--- src/rtl/mandel_engine.sv ---
module mandel_engine #(
  parameter int W    = 16,
  parameter int FRAC = 10,
  parameter int CW   = 4
) (
  input  logic         clk,
  input  logic         rst_n,
  input  logic         wr_en,
  input  logic [1:0]   addr,
  input  logic [W-1:0] wdata,
  output logic [W-1:0] rdata
);
  localparam int PW = 2*W + 2;
  localparam logic [CW-1:0] MAX_IT = '1;
  localparam logic signed [PW-1:0] LIMIT = PW'(4) <<< (2*FRAC);

  logic signed [W-1:0] c_re, c_im, z_re, z_im;
  logic [CW-1:0] it_cnt, result;
  logic busy;

  logic signed [PW-1:0] zr_x, zi_x, cr_x, ci_x, p_rr, p_ii, p_ri, mag;
  assign zr_x = {{(PW-W){z_re[W-1]}}, z_re};
  assign zi_x = {{(PW-W){z_im[W-1]}}, z_im};
  assign cr_x = {{(PW-W){c_re[W-1]}}, c_re};
  assign ci_x = {{(PW-W){c_im[W-1]}}, c_im};
  assign p_rr = zr_x * zr_x;
  assign p_ii = zi_x * zi_x;
  assign p_ri = zr_x * zi_x;
  assign mag  = p_rr + p_ii;

  logic escape, stop, start;
  logic signed [PW-1:0] nr_w, ni_w;
  assign escape = mag > LIMIT;
  assign stop   = escape || (it_cnt == MAX_IT);
  assign nr_w   = ((p_rr - p_ii) >>> FRAC) + cr_x;
  assign ni_w   = (p_ri >>> (FRAC-1)) + ci_x;
  assign start  = wr_en && !busy && (addr == 2'd2) && wdata[1];

  always_ff @(posedge clk or negedge rst_n) begin
    if (!rst_n) begin
      c_re <= '0; c_im <= '0; z_re <= '0; z_im <= '0;
      it_cnt <= '0; result <= '0; busy <= 1'b0;
    end else if (busy) begin
      if (stop) begin
        busy   <= 1'b0;
        result <= it_cnt;
      end else begin
        z_re   <= nr_w[W-1:0];
        z_im   <= ni_w[W-1:0];
        it_cnt <= it_cnt + 1'b1;
      end
    end else begin
      if (wr_en && addr == 2'd0) c_re <= wdata;
      if (wr_en && addr == 2'd1) c_im <= wdata;
      if (start) begin
        busy <= 1'b1; z_re <= '0; z_im <= '0; it_cnt <= '0;
      end
    end
  end

  always_comb begin
    case (addr)
      2'd0:    rdata = c_re;
      2'd1:    rdata = c_im;
      2'd2:    rdata = {{(W-1){1'b0}}, busy};
      default: rdata = {{(W-CW){1'b0}}, result};
    endcase
  end

  assert_busy_start_R3: assert property (@(posedge clk) disable iff (!rst_n)
    $rose(busy) |-> $past(wr_en && addr == 2'd2 && wdata[1]));
  assert_one_step_R6: assert property (@(posedge clk) disable iff (!rst_n)
    (busy && $past(busy)) |-> it_cnt == $past(it_cnt) + 1'b1);
  assert_inputs_held_R7: assert property (@(posedge clk) disable iff (!rst_n)
    $past(busy) |-> ($stable(c_re) && $stable(c_im)));
  assert_result_held_R7: assert property (@(posedge clk) disable iff (!rst_n)
    busy |=> (busy -> $stable(result)));
  assert_final_count_R5: assert property (@(posedge clk) disable iff (!rst_n)
    $fell(busy) |-> result == $past(it_cnt));
  assert_count_cap_R5: assert property (@(posedge clk) disable iff (!rst_n)
    (busy && it_cnt == MAX_IT) |=> !busy);
endmodule

--- config.mk ---
export PLATFORM = sky130hd
export DESIGN_NAME = mandel_engine
export DESIGN_NICKNAME = d
export VERILOG_FILES = /design/src/rtl/mandel_engine.sv
export SDC_FILE = /design/constraint.sdc
export NUM_CORES = 2
export LEC_CHECK = 0
export BUFFER_PORTS_ARGS = -buffer_cell sky130_fd_sc_hd__clkbuf_2
export CORE_MARGIN = 8
export CORE_UTILIZATION = 50
export DETAILED_ROUTE_END_ITERATION = 12
export PLACE_DENSITY_LB_ADDON = 0.15
export SLEW_MARGIN = 20
export SYNTH_ARGS = -nofsm -noshare
export SYNTH_HDL_FRONTEND = slang
export SYNTH_SLANG_ARGS = --single-unit
export TNS_END_PERCENT = 10
--- constraint.sdc ---
create_clock -name clk -period 8.3 [get_ports clk]
set_input_delay 0.415 -clock clk [delete_from_list [all_inputs] [get_ports clk]]
set_output_delay 0.415 -clock clk [all_outputs]
set_load 0.02 [all_outputs]
==> flow_summary.yaml <==
floorplanning:
  die_x_um: 269.9
  std_cell_rows: 93
  die_area_sq_um: 72840
  die_y_um: 269.9
  io_pins: 37
  core_area_sq_um: 64120
  start_util: 0.5027
logic_synthesis:
  postSynth.asyncResetShare: 1.000
  syn-instance-count: 3611
  synth.area.top_cells: "fa_1 (42%), ha_1 (13%), inv_1 (11%)"
  syn_area_sq_um: 32230
  synth_top_area_cell: "fa_1"
  synth_nets: 4642
  ys_seq_area_frac: 0.05668
  ys_seq_elements: 73
  synth_cell_types: 80
  yosys_warnings: 0
  synth.top_cell.area_share: 0.4187
  synth_top_flop_cell: "dfrtp_1"
  synth-edff-count: 0
  avgSynthCellArea_sq_um: 8.925
worst_setup_path:
  max_stage_delay_ps: 530
  arrival_ps: 9020
  start_kind: "flip-flop"
  r2r-start: "z_re[3]"
  path_class: "flip-flop to flip-flop"
  cp_slowest_cell: "fa_2"
  rrSetupSlack_ps: -480
  crit_end: "z_re[9]"
  cp_max_fo: 16
  worst_setup_path_end_kind: "flip-flop"
  cp.required_ps: 8540
  r2r_end: "z_re[9]"
  cp-startpoint: "z_re[3]"
  rr_worst_depth: 37
clock_network:
  cts.clk_slew.worst_paths_ps: 70
  numCtsBuffers: 9
  clock_latency_ps: 360
  clock-sinks: 73
  ctsLongestPathBuffers: 2
  ctsRootBufferMaster: "clkbuf_16"
  cts_tree: "built"
  htree_levels: 3
timing:
  drv_slew: 0
  rsz0062_at_grt: "true"
  clock_skew_ps: 13.06
  max_freq_ghz: 0.1139
  slew-limit-headroom: 0.5560
  worstMarginPinSlew_ps: 659.9
  hold_viol: 0
  fin_crit_sh: 1.058
  setup_viol: 41
  worst_slack_ps: -479.0
  period_minus_slack_ps: 8779
  finalSetupTns_ps: -17580
layout:
  syn_to_final_growth_pct: 20.45
  layout_commonest_cell: "inv_1"
  drive_gt1_frac: 0.2065
  final_util: 0.6054
  nFillCells: 5764
  fin_nets: 5147
  layout_common_cells: "inv_1 (936), fa_1 (664), buf_4 (558)"
route:
  drc: 0
  drt-total-wl_mm: 86.24
  dr.pass1.iters: 5
  dr.first_iter.drc_count: 1419
  viasPerCell: 5.023
  vias: 25004
  ant_nets: 0
  post_drt_wl_per_cell_um: 17.32
grt:
  grt_pass1_vias: 26656
  grt_max_degree: 70
  antenna_found_initial: 0
  overflow: 0
  grt_pass1_wl_mm: 140.8
  grt.total_usage: 0.2425
placement:
  io_buffers: 36
  gp_congestion: 0.9259
  dp.final_hpwl_mm: 74.61
  post-place-ws_ps: -821.2
outcome:
  status: "finished with violations"
  violations: "setup timing"
job:
  drv_cap: 0
min_path:
  hp-class: "input port to flip-flop"
[logic make-up (layout without fill, tap and decap cells)]
kind of cell | count (synthesis) | count (layout) | share of synthesized area
adder cells (fa/ha/maj) | 1010 | 1010 | 0.5491
AND/OR/NAND/NOR | 837 | 837 | 0.1172
flip-flops | 73 | 73 | 0.05668
XOR/XNOR | 174 | 174 | 0.04771
buffers and inverters | 1079 | 1589 | 0.1275
other | 0 | 2 | 0
AO/OA/AOI/OAI | 350 | 350 | 0.07264
multiplexers | 88 | 88 | 0.02923
[state kept, by name, indices dropped and copies added (netlist names)]
name / cells
c_re: 16
result: 4
z_im: 16
c_im: 16
it_cnt: 4
busy: 1
z_re: 16
[worst max-delay path, delay by kind of cell, from the launching register on]
| kind | cells | cell delay (ps) |
|---|---|---|
| adders and majority gates | 8 | 3480 |
| AOI/OAI and AO/OA | 11 | 2450 |
| and+or+nand+nor | 8 | 1100 |
| buffers and inverters | 8 | 740 |
| DFF | 1 | 400 |
| muxes | 1 | 300 |
| xor gates and xnor gates | 1 | 140 |
[cell type report]
| type | count | area [sq um] | share of cell area |
|---|---|---|---|
| multi-input combinational | 2459 | 27120 | 0.6987 |
| timing repair buffer | 626 | 4885 | 0.1258 |
| inverter | 947 | 3560 | 0.09170 |
| sequential | 73 | 1842 | 0.04745 |
| tap | 855 | 1070 | 0.02756 |
| clock buffer | 10 | 239.0 | 0.006156 |
| clock inverter | 6 | 97.59 | 0.002514 |
| antenna | 2 | 5.005 | 0.0001289 |
[cells in the mapped netlist, drive strengths merged, types with 4 or more instances]
cell type    n
fa         674
o31ai        4
nor2       204
or3         15
nand2b      22
clkbuf     108
a22o         6
mux2        39
a211o        4
nand4        9
and3        10
dfrtp       73
nand2      372
buf         24
ha         336
a21boi       4
xor2        43
mux2i       48
nor3b        7
a21o        50
o2111ai      5
a21oi       99
or2          6
o21a        20
nor4         6
nand3       20
a31o         5
a31oi        7
o21bai      14
xnor2      130
a211oi      13
o211ai      10
inv        945
o21ai       65
o31a         6
nor2b       20
nor3        37
and2        96
a2111oi     11
[worst min-delay path by stage]
| stage | depth (start not counted) | slack, ps | start | endpoint |
|---|---|---|---|---|
| after floorplan | 0 | 120 | rst_n | busy |
| after global placement | 1 | 220 | rst_n | c_im[15] |
| after detailed placement | 1 | 220 | rst_n | c_im[15] |
| after CTS | 2 | 290 | wdata[8] | c_re[8] |
| after global routing | 2 | 300 | wdata[8] | c_re[8] |
| final | 2 | 300 | wdata[8] | c_re[8] |
[metrics by stage]
| stage | hold WS, ps | cell area [sq um] | std cells |
|---|---|---|---|
| final | 300.5 | 38820 | 4978 |
| after global routing | 300.9 | 38810 | 4976 |
| after CTS | 294.1 | 38520 | 4959 |
| after detailed placement | 217.1 | 37360 | 4907 |
| after global placement | 217.6 | 37360 | 4907 |
| after floorplan | 119.4 | 32690 | 3611 |
[per-layer routing]
metal / track usage / vias up / share of wire
li1: - / 11881 / -
met1: 0.3238 / 12533 / 0.43
met2: 0.4079 / 497 / 0.48
met3: 0.02239 / 93 / 0.046
met4: 0.09164 / 0 / 0.043
met5: 0 / - / 0
[what timing repair did]
item / in CTS / in global routing
gates resized for setup: 116 / 39
endpoints found under the hold margin: 4 / 0
pin swaps: 80 / 32
hold buffers: 1 / 0
endpoints found under the setup margin: 41 / 41
buffers inserted: 35 / 16
Power is not shown: default switching activity piles up to over one toggle a cycle in this logic, so the estimate is an artifact.
